--- config.mk ---
export PLATFORM = sky130hd
export DESIGN_NAME = tick_timer
export DESIGN_NICKNAME = d
export VERILOG_FILES = /design/src/rtl/tick_timer_pkg.sv /design/src/rtl/tt_compare.sv /design/src/rtl/tt_counter.sv /design/src/rtl/tt_ctrl_reg.sv /design/src/rtl/tick_timer.sv
export SDC_FILE = /design/constraint.sdc
export NUM_CORES = 1
export LEC_CHECK = 0
export ABC_CLOCK_PERIOD_IN_PS = 4900
export CORE_MARGIN = 1.5
export CORE_UTILIZATION = 60
export CTS_BUF_LIST = sky130_fd_sc_hd__clkbuf_8
export CTS_CLUSTER_SIZE = 30
export DETAILED_ROUTE_END_ITERATION = 10
export DONT_BUFFER_PORTS = 1
export PLACE_DENSITY_LB_ADDON = 0.2
export SLEW_MARGIN = 20
export SYNTH_ARGS = -nofsm -noshare
export SYNTH_HDL_FRONTEND = slang
export SYNTH_SLANG_ARGS = --single-unit
--- constraint.sdc ---
create_clock -name clk_i -period 4.9 [get_ports clk_i]
set_clock_uncertainty 0.1 [all_clocks]
set_input_delay 0.245 -clock clk_i [delete_from_list [all_inputs] [get_ports clk_i]]
set_output_delay 0.245 -clock clk_i [all_outputs]
set_load 0.01 [all_outputs]
--- src/rtl/tick_timer_pkg.sv ---
package tick_timer_pkg;
  typedef enum logic [1:0] {
    TM_OFF     = 2'b00,
    TM_RESTART = 2'b01,
    TM_ONESHOT = 2'b10,
    TM_FREE    = 2'b11
  } tm_mode_e;
endpackage

--- src/rtl/tt_compare.sv ---
module tt_compare #(
  parameter int CNT_W = 32,
  parameter int PER_W = 28
) (
  input  logic [CNT_W-1:0] count_i,
  input  logic [PER_W-1:0] period_i,
  input  logic             run_i,
  input  logic             tick_i,
  input  logic             load_i,
  output logic [CNT_W-1:0] inc_o,
  output logic             hit_o
);
  always_comb begin
    inc_o = count_i + CNT_W'(1);
    // only the period-width low bits take part in the match
    hit_o = run_i && tick_i && !load_i && (inc_o[PER_W-1:0] == period_i);
  end
endmodule

--- src/rtl/tt_counter.sv ---
module tt_counter
  import tick_timer_pkg::*;
#(
  parameter int CNT_W = 32
) (
  input  logic             clk_i,
  input  logic             rst_ni,
  input  logic             wr_en_i,
  input  logic [CNT_W-1:0] wdata_i,
  input  logic             run_i,
  input  logic             tick_i,
  input  logic             hit_i,
  input  tm_mode_e         mode_i,
  input  logic [CNT_W-1:0] inc_i,
  output logic [CNT_W-1:0] count_o
);
  logic [CNT_W-1:0] count_q, count_d;
  logic             count_en;

  always_comb begin
    count_en = 1'b0;
    count_d  = count_q;
    if (wr_en_i) begin
      count_en = 1'b1;
      count_d  = wdata_i;
    end else if (hit_i && (mode_i == TM_RESTART)) begin
      count_en = 1'b1;
      count_d  = '0;
    end else if (run_i && tick_i) begin
      count_en = 1'b1;
      count_d  = inc_i;
    end
  end

  always_ff @(posedge clk_i or negedge rst_ni) begin
    if (!rst_ni) begin
      count_q <= '0;
    end else if (count_en) begin
      count_q <= count_d;
    end
  end

  assign count_o = count_q;

  AST_RESTART_ZERO: assert property (@(posedge clk_i) disable iff (!rst_ni)
    (hit_i && mode_i == TM_RESTART && !wr_en_i) |=> (count_q == '0));
  AST_HOLD_IDLE: assert property (@(posedge clk_i) disable iff (!rst_ni)
    (!run_i && !wr_en_i) |=> $stable(count_q));
  AST_STEP_ONE: assert property (@(posedge clk_i) disable iff (!rst_ni)
    (run_i && tick_i && !wr_en_i && !(hit_i && mode_i == TM_RESTART))
      |=> (count_q == $past(count_q) + CNT_W'(1)));
  AST_LOAD_WINS: assert property (@(posedge clk_i) disable iff (!rst_ni)
    wr_en_i |=> (count_q == $past(wdata_i)));
endmodule

--- src/rtl/tt_ctrl_reg.sv ---
module tt_ctrl_reg
  import tick_timer_pkg::*;
#(
  parameter int PER_W  = 28,
  localparam int CTRL_W = PER_W + 4
) (
  input  logic              clk_i,
  input  logic              rst_ni,
  input  logic              wr_en_i,
  input  logic [CTRL_W-1:0] wdata_i,
  input  logic              hit_i,
  output logic [PER_W-1:0]  period_o,
  output tm_mode_e          mode_o,
  output logic              run_o,
  output logic              irq_o,
  output logic [CTRL_W-1:0] ctrl_o
);
  localparam int PEND_B = PER_W;
  localparam int IE_B   = PER_W + 1;

  logic [PER_W-1:0] period_q, period_d;
  logic             ie_q, ie_d;
  logic             pend_q, pend_d;
  tm_mode_e         mode_q, mode_d;
  logic             halt_q, halt_d;

  always_comb begin
    period_d = period_q;
    ie_d     = ie_q;
    mode_d   = mode_q;
    halt_d   = halt_q;
    pend_d   = pend_q;
    if (wr_en_i) begin
      period_d = wdata_i[PER_W-1:0];
      ie_d     = wdata_i[IE_B];
      mode_d   = tm_mode_e'(wdata_i[CTRL_W-1:CTRL_W-2]);
      halt_d   = 1'b0;
      pend_d   = wdata_i[PEND_B];
    end else if (hit_i && (mode_q == TM_ONESHOT)) begin
      halt_d   = 1'b1;
    end
    // a match is judged on the settings held before any write
    if (hit_i && ie_q) begin
      pend_d = 1'b1;
    end
  end

  always_ff @(posedge clk_i or negedge rst_ni) begin
    if (!rst_ni) begin
      period_q <= '0;
      ie_q     <= 1'b0;
      pend_q   <= 1'b0;
      mode_q   <= TM_OFF;
      halt_q   <= 1'b0;
    end else begin
      period_q <= period_d;
      ie_q     <= ie_d;
      pend_q   <= pend_d;
      mode_q   <= mode_d;
      halt_q   <= halt_d;
    end
  end

  assign period_o = period_q;
  assign mode_o   = mode_q;
  assign run_o    = (mode_q != TM_OFF) && !halt_q;
  assign irq_o    = pend_q && ie_q;
  assign ctrl_o   = {mode_q, ie_q, pend_q, period_q};

  AST_PEND_NEEDS_IE: assert property (@(posedge clk_i) disable iff (!rst_ni)
    (!wr_en_i && !pend_q && !(hit_i && ie_q)) |=> !pend_q);
  AST_PEND_FROM_HIT: assert property (@(posedge clk_i) disable iff (!rst_ni)
    (hit_i && ie_q) |=> pend_q);
  AST_PEND_HELD: assert property (@(posedge clk_i) disable iff (!rst_ni)
    (pend_q && !wr_en_i) |=> pend_q);
  AST_ONESHOT_HALT: assert property (@(posedge clk_i) disable iff (!rst_ni)
    (hit_i && mode_q == TM_ONESHOT && !wr_en_i) |=> !run_o);
  AST_RESUME: assert property (@(posedge clk_i) disable iff (!rst_ni)
    (wr_en_i && wdata_i[CTRL_W-1:CTRL_W-2] != 2'b00) |=> run_o);
endmodule

--- src/rtl/tick_timer.sv ---
module tick_timer
  import tick_timer_pkg::*;
#(
  parameter int CNT_W = 32,
  parameter int PER_W = 28
) (
  input  logic             clk_i,
  input  logic             rst_ni,
  input  logic             tick_en_i,
  input  logic             reg_we_i,
  input  logic             reg_addr_i,
  input  logic [CNT_W-1:0] reg_wdata_i,
  output logic [CNT_W-1:0] reg_rdata_o,
  output logic             irq_o
);
  localparam int CTRL_W = PER_W + 4;

  logic             rst_meta_q, rst_n;
  logic             cnt_wr, ctrl_wr, run, hit;
  logic [CNT_W-1:0] count, inc;
  logic [PER_W-1:0] period;
  tm_mode_e         mode;
  logic [CTRL_W-1:0] ctrl;
  logic [CNT_W-1:0] ctrl_rd;

  // asynchronous assertion, synchronous release
  always_ff @(posedge clk_i or negedge rst_ni) begin
    if (!rst_ni) begin
      rst_meta_q <= 1'b0;
      rst_n      <= 1'b0;
    end else begin
      rst_meta_q <= 1'b1;
      rst_n      <= rst_meta_q;
    end
  end

  assign cnt_wr  = reg_we_i && !reg_addr_i;
  assign ctrl_wr = reg_we_i &&  reg_addr_i;

  tt_compare #(.CNT_W(CNT_W), .PER_W(PER_W)) u_cmp (
    .count_i (count),
    .period_i(period),
    .run_i   (run),
    .tick_i  (tick_en_i),
    .load_i  (cnt_wr),
    .inc_o   (inc),
    .hit_o   (hit)
  );

  tt_counter #(.CNT_W(CNT_W)) u_cnt (
    .clk_i  (clk_i),
    .rst_ni (rst_n),
    .wr_en_i(cnt_wr),
    .wdata_i(reg_wdata_i),
    .run_i  (run),
    .tick_i (tick_en_i),
    .hit_i  (hit),
    .mode_i (mode),
    .inc_i  (inc),
    .count_o(count)
  );

  tt_ctrl_reg #(.PER_W(PER_W)) u_ctrl (
    .clk_i   (clk_i),
    .rst_ni  (rst_n),
    .wr_en_i (ctrl_wr),
    .wdata_i (reg_wdata_i[CTRL_W-1:0]),
    .hit_i   (hit),
    .period_o(period),
    .mode_o  (mode),
    .run_o   (run),
    .irq_o   (irq_o),
    .ctrl_o  (ctrl)
  );

  always_comb begin
    ctrl_rd = '0;
    ctrl_rd[CTRL_W-1:0] = ctrl;
    reg_rdata_o = reg_addr_i ? ctrl_rd : count;
  end

  AST_RESET_QUIET: assert property (@(posedge clk_i)
    !rst_n |=> (!rst_n || (count == '0 && !irq_o)));
  AST_OFF_NO_HIT: assert property (@(posedge clk_i) disable iff (!rst_n)
    (mode == TM_OFF) |-> !hit);
endmodule

## Word-level counts from Yosys, hierarchy flattened

Cells that the tools add are included.

- $add $sub $neg: 1
- Equal/unequal tests: 3
- Multiplexer cells: 11
- Reductions and logical operators: 18

Operators by type and width:

| operator | number |
|---|---|
| two-way mux 32 bit | 4 |
| adder 32 x 1 -> 32 bit, second input constant | 1 |
| equality test 28 bit | 1 |
| logical AND 1 bit | 10 |
| two-way mux 1 bit | 7 |
| nonzero test 2 bit | 3 |
| logical NOT 1 bit | 3 |
| nonzero test 3 bit | 1 |
| equality test 2 x 1 -> 1 bit, second input constant | 1 |
| equality test 2 bit, second input constant | 1 |
| AND reduction 2 bit | 1 |

- Register bits after elaboration: 67
- Input bits: 37
- Output and inout bits: 33
- Word-level logic and storage cells: 41

## Longest topological paths before layout

- Word-level depth: 9
- Gate-level depth with buffers: 12
- Depth with buffers taken out: 10

## Hierarchy

From an unflattened synthesis, not the netlist that was laid out.

- Cell total of the unflattened synthesis: 475
- Area total of the unflattened synthesis: 5,472.7 µm²

Modules (own cells, without submodules):

| module | times used | cells each | area each (µm²) | sequential area each (µm²) |
|---|---|---|---|---|
| tt_counter | 1 | 143 | 1,828.0 | 800.8 |
| tt_ctrl_reg | 1 | 108 | 1,637.8 | 825.8 |
| tt_compare | 1 | 183 | 1,408.9 | 0.0 |
| tick_timer | 1 | 41 | 598.1 | 50.0 |

## Worst setup path before layout

Ideal clock, no wire load.

- Kind: reg2reg
- From: register u_cnt.count_q[8] (netlist: u_cnt.count_o[8])
- To: register u_cnt.count_q[12] (netlist: u_cnt.count_o[12])
- Library setup time: 0.120 ns
- Data arrival time: 3.167 ns
- Data required time: 4.680 ns
- Setup slack: 1.514 ns
- Stages on the path, launching flop included: 12
- Path buffers: 3
- Period minus slack after synthesis: 3.386 ns
- Cells stage by stage: dfrtp_1 > buf_2 > nand4_2 > or4_1 > buf_2 > nor3_2 > mux2i_1 > or3b_1 > nor4_1 > nand2_2 > buf_6 > a31o_1

- Cells in the longest elaborated chain, start to end: 7
- Elaborated cells between the ends (all ways): 11
- Those cells by class: add/sub: 1; eq/ne: 1; mux: 5; reduce/logical: 4

Ends and longest elaborated chain:

| what | RTL line | RTL |
|---|---|---|
| from (decl) | tt_counter.sv:17 | `logic [CNT_W-1:0] count_q, count_d;` |
| from (signal assigned) | tt_counter.sv:39 | `count_q <= count_d;` |
| adder 32 x 1 -> 32 bit * | tt_compare.sv:14 | `inc_o = count_i + CNT_W'(1);` |
| equality test 28 bit | tt_compare.sv:16 | `hit_o = run_i && tick_i && !load_i && (inc_o[PER_W-1:0] == period_i);` |
| logical AND 1 bit | tt_compare.sv:16 |  |
| logical AND 1 bit | tt_counter.sv:26 | `end else if (hit_i && (mode_i == TM_RESTART)) begin` |
| two-way mux 1 bit | tt_counter.sv:26 |  |
| two-way mux 1 bit | tt_counter.sv:23 | `if (wr_en_i) begin` |
| AND reduction 2 bit (no source line) | n/a |  |

Every way passes the cells marked *; elsewhere a longest branch is shown, timed or not. The select of a mux whose other input is x is not followed.
A chain may end at the register's enable or synchronous reset.

## Worst setup path in the final report

- From: register u_cnt.count_q[4] (netlist: u_cnt.count_o[4])
- To: register u_ctrl.halt_q

- Cells in the longest elaborated chain, start to end: 5

Ends and longest elaborated chain:

| what | RTL line | RTL |
|---|---|---|
| adder 32 x 1 -> 32 bit | tt_compare.sv:14 |  |
| equality test 28 bit | tt_compare.sv:16 |  |
| logical AND 1 bit | tt_compare.sv:16 |  |
| logical AND 1 bit | tt_ctrl_reg.sv:39 | `end else if (hit_i && (mode_q == TM_ONESHOT)) begin` |
| nonzero test 2 bit (no source line) | n/a |  |
| to (signal assigned) | tt_ctrl_reg.sv:60 | `halt_q <= halt_d;` |
| to (decl) | tt_ctrl_reg.sv:25 | `logic halt_q, halt_d;` |

Every way passes these cells.

==> implementation parameters <==
Parameter                              Value

Clock network
  Total number of clock tree sinks ... 67
  Maximum level of the CTS H-tree ... 3
  Number of CTS-inserted buffers ... 9
  CTS tree ... built
  Clock latency of the later-clocked register in the worst-skew pair ... around 350 ps
  CTS root buf ... sky130_fd_sc_hd__clkbuf_8
  Clk slew on worst S/H paths ... around 80 ps
  Longest Clk Path Bufs ... 2
  Post-CTS setup buffer count ... 0

Logic synthesis
  Post-synthesis adder-cell area fraction ... 0.004558
  Seq/Total Area, Yosys ... 0.3393
  Count of state elements after synthesis ... 67
  Asr flop ratio synth ... 1.000
  Synthesized cell area ... between 0.004 and 0.005 mm^2
  Synthesized instance count ... 583
  Syn Nets ... 621
  Number of enable-type register cells in the synthesized netlist ... 0
  Number of library cell types mapped by synthesis ... 61
  Post-synthesis xor/xnor area fraction ... 0.06559
  Portion of synthesized cell area occupied by the leading cell type ... 0.3393
  Mean instance size in the synthesized netlist ... about 8.5 um^2
  Top cells by area, synth ... sky130_fd_sc_hd__dfrtp_1 (34%), sky130_fd_sc_hd__mux2_2 (13%), sky130_fd_sc_hd__a21oi_1 (5.8%), sky130_fd_sc_hd__xnor2_1 (4.1%), sky130_fd_sc_hd__nor2_1 (3.9%)
  Library cell with the largest summed area after synthesis ... sky130_fd_sc_hd__dfrtp_1
  Mux share of post-synthesis cell area ... 0.1400
  Synthesis Warnings ... 0
  Area fraction in and, or, nand and nor cells after synthesis ... 0.2347
  Main synth FF type ... sky130_fd_sc_hd__dfrtp_1
  Dominant combinational cell family by area after synthesis ... simple AND/OR/NAND/NOR gates
  Compound-cell area share of the yosys netlist ... 0.1588

Power
  Reg power frac ... 0.421
  Power density cells ... 329.9 mW/mm^2
  Portion of total power attributed to the clock network ... 0.228
  Switching power as a share of total power ... 0.3954
  Proportion of power drawn by combinational gates ... 0.351
  Leakage power ... 2.026 nW
  Internal power of the cells ... 1.078 mW
  IR Drop Worst-Case VDD ... 0.1710 mV
  Net Sw Power ... slightly above 700 uW

Critical path
  Critical R2R Launch ... u_cnt.count_o[4]
  Depth of the worst register-to-register path ... 10
  Register-to-register setup slack ... 400 ps
  Worst Path Max Fanout ... 14
  Critical path's largest stage delay ... roughly 650 ps
  Worst-path cell chain ... nand4_1, nor3_1, nand2_1, mux2i_1, a2111o_1, or4_1, a2111oi_2, a41oi_1, a21oi_1, dlygate4sd3_1
  CP Data Arrival Time ... between 4000 and 5000 ps
  Type of the worst setup path ... reg -> reg
  Kind of launch point of the worst setup path ... flop
  Critical Path RT ... 5090 ps
  End of the worst register-to-register path ... u_ctrl.halt_q
  Worst setup EP type ... flop
  CP max-delay cell ... sky130_fd_sc_hd__nor3_1

Placement
  Number of placed instances with taps included ... roughly 640
  HPWL Detailed ... 8596 um
  Final Wtd Congestion ... 0.9519
  Port Buffer Count ... 0
  Post-Place Worst Slack ... about 640 ps

Finish
  Number of antenna repair diodes ... 0
  Final-stage net count ... 619
  Commonest non-fill, non-tap cell in the layout ... sky130_fd_sc_hd__dfrtp_1
  Commonest cells after routing, fill and taps aside ... sky130_fd_sc_hd__dfrtp_1 (66), sky130_fd_sc_hd__mux2_2 (57), sky130_fd_sc_hd__a21oi_1 (57)
  Area taken by multi-input logic gates ... 0.002989 mm^2
  Number of filler cells placed in the layout ... 643
  Layout cell share with drive strength beyond 1 ... 0.1587
  Area occupied by registers ... 0.001678 mm^2
  Final standard cell utilization of the core ... 0.6885
  Final std cells w/o fill ... just under 700
  Area grow syn2layout ... 9.344%

Timing
  TNS Setup ... 0 ps
  Fmax ... 0.2224 GHz
  Slew at the pin closest to its max-slew limit ... 920.3 ps
  RSZ-0062 raised after global routing ... false
  Fin crit period ... 4497 ps
  Number of hold-slack violations in the final timing report ... 0
  Final worst slack ... 402.8 ps
  Count of final max-slew check failures ... 0
  Final worst-path cycle share ... 0.9178
  Relative max-transition margin ... 0.3818
  Setup Viol. Count Final ... 0

Global routing
  Pin count of the biggest net entering global routing ... between 60 and 70
  Number of global-route vias before repair ... between 4000 and 5000
  First-pass GRT wire length ... 21350 um
  Remaining global-route overflow ... 0
  Initial antenna violation count ... 0
  All-layer global routing usage ... 0.3079

Die
  Number of top-level design ports ... 70
  Horizontal extent of the die ... 93.75 um
  Count of standard-cell rows ... 32
  Area of the die ... 0.008788 mm^2
  Core area ... 0.007848 mm^2
  Initial standard-cell utilization of the core ... 0.6296
  Height of the die ... 93.75 um

Detailed routing
  Final wirelength ... 12690 um
  Wirelength per Cell ... 18.45 um
  Via count normalized by instance count ... 6.378
  Starting DRC count in detailed routing ... around 260
  DRC violations left ... 0
  Remaining number of nets flagged by the antenna check after routing ... 0
  1st-pass router iterations ... 5
  Total via count after detailed routing ... approximately 4400

Min path
  Type of the tightest min-delay check ... in -> async

Run status
  Outcome ... finished clean

Flow run
  Max-capacitance violation count ... 0
stage by stage:
stage          area [um^2]  hold WS (ps)  total power, mW
6_report              5403         12.75            1.782
5_1_grt               5403         17.82            1.887
4_1_cts               5403         11.29            1.780
3_5_place_dp          4873        -150.5            1.352
3_3_place_gp          4873        -150.5            1.331
2_1_floorplan         4941        -150.6            1.240
cell usage after synthesis, drive strengths merged (2+ instances only):
cell type   n
dfrtp      67
a21oi      57
mux2       57
nor2       51
nand2      42
clkbuf     35
o21ai      34
nor3       28
nand3      25
xnor2      23
buf        19
nand4      16
xor2       14
inv        11
a31oi      10
nor4       10
and2        9
nor2b       7
and4        5
mux2i       5
a211oi      4
a22oi       4
and3        4
nand2b      4
o21a        4
or3         4
or4         4
nor3b       3
a2111oi     2
a41oi       2
o2111ai     2
or3b        2
or4b        2
timing repair:
item | CTS | global route
hold buffers | 36 | 0
resized for setup | 0 | 0
hold endpoints to repair | 66 | 0
worst max-delay path, delay by kind of cell, from the launching register on:
kind | cells | cell delay (ps)
AND/OR/NAND/NOR | 4 | 1930
AO/OA/AOI/OAI | 4 | 1120
flip-flops | 1 | 560
buffers and inverters | 1 | 560
multiplexers | 1 | 170
sequential cells by signal (all words and copies together) (netlist names):
signal	flops
u_ctrl.period_o	28
u_ctrl.ie_q	1
u_ctrl.halt_q	1
rst_meta_q	1
u_ctrl.pend_q	1
u_ctrl.mode_o	2
u_cnt.count_o	32
rst_n	1
power by group through the flow:
stage	Clock, mW	Sequential (mW)	Combinational (mW)
floorplan	0	0.691	0.549
global placement	0	0.751	0.580
detailed placement	0	0.758	0.594
CTS	0.410	0.747	0.623
global route	0.433	0.766	0.687
finish	0.407	0.750	0.626
cell type report:
| class | instances | area share |
|---|---|---|
| tap | 102 | 0.02362 |
| timing repair buffer | 41 | 0.07365 |
| clock buffer | 9 | 0.02293 |
| multi-input combinational | 451 | 0.5533 |
| clock inverter | 7 | 0.008337 |
| sequential | 67 | 0.3106 |
| inverter | 11 | 0.007642 |
worst max path at each step:
stage | from | to | cells after the start
4_1_cts | u_cnt.count_o[4] | u_ctrl.halt_q | 9
5_1_grt | u_cnt.count_o[4] | u_ctrl.halt_q | 10
3_5_place_dp | u_cnt.count_o[9] | u_cnt.count_o[15] | 9
2_1_floorplan | u_cnt.count_o[8] | u_cnt.count_o[12] | 11
3_3_place_gp | u_cnt.count_o[9] | u_cnt.count_o[15] | 9
6_report | u_cnt.count_o[4] | u_ctrl.halt_q | 10
kinds of logic after synthesis:
group | count (synthesis)
simple gates | 219
fa+ha+maj | 2
mux | 62
xor+xnor | 37
buf+inv | 65
flops | 67
compound gates | 130
other cells | 1
routing by layer:
layer | GRT usage | vias up | wire (um) | share of wire
met5 | 0 | - | 0 | 0
met4 | 0.1032 | 0 | 276 | 0.022
met3 | 0.05340 | 31 | 748 | 0.059
met2 | 0.4964 | 171 | 6010 | 0.47
met1 | 0.4190 | 2099 | 5658 | 0.45
li1 | - | 2087 | - | -
No activity file was read; power rests on OpenSTA's default activity.
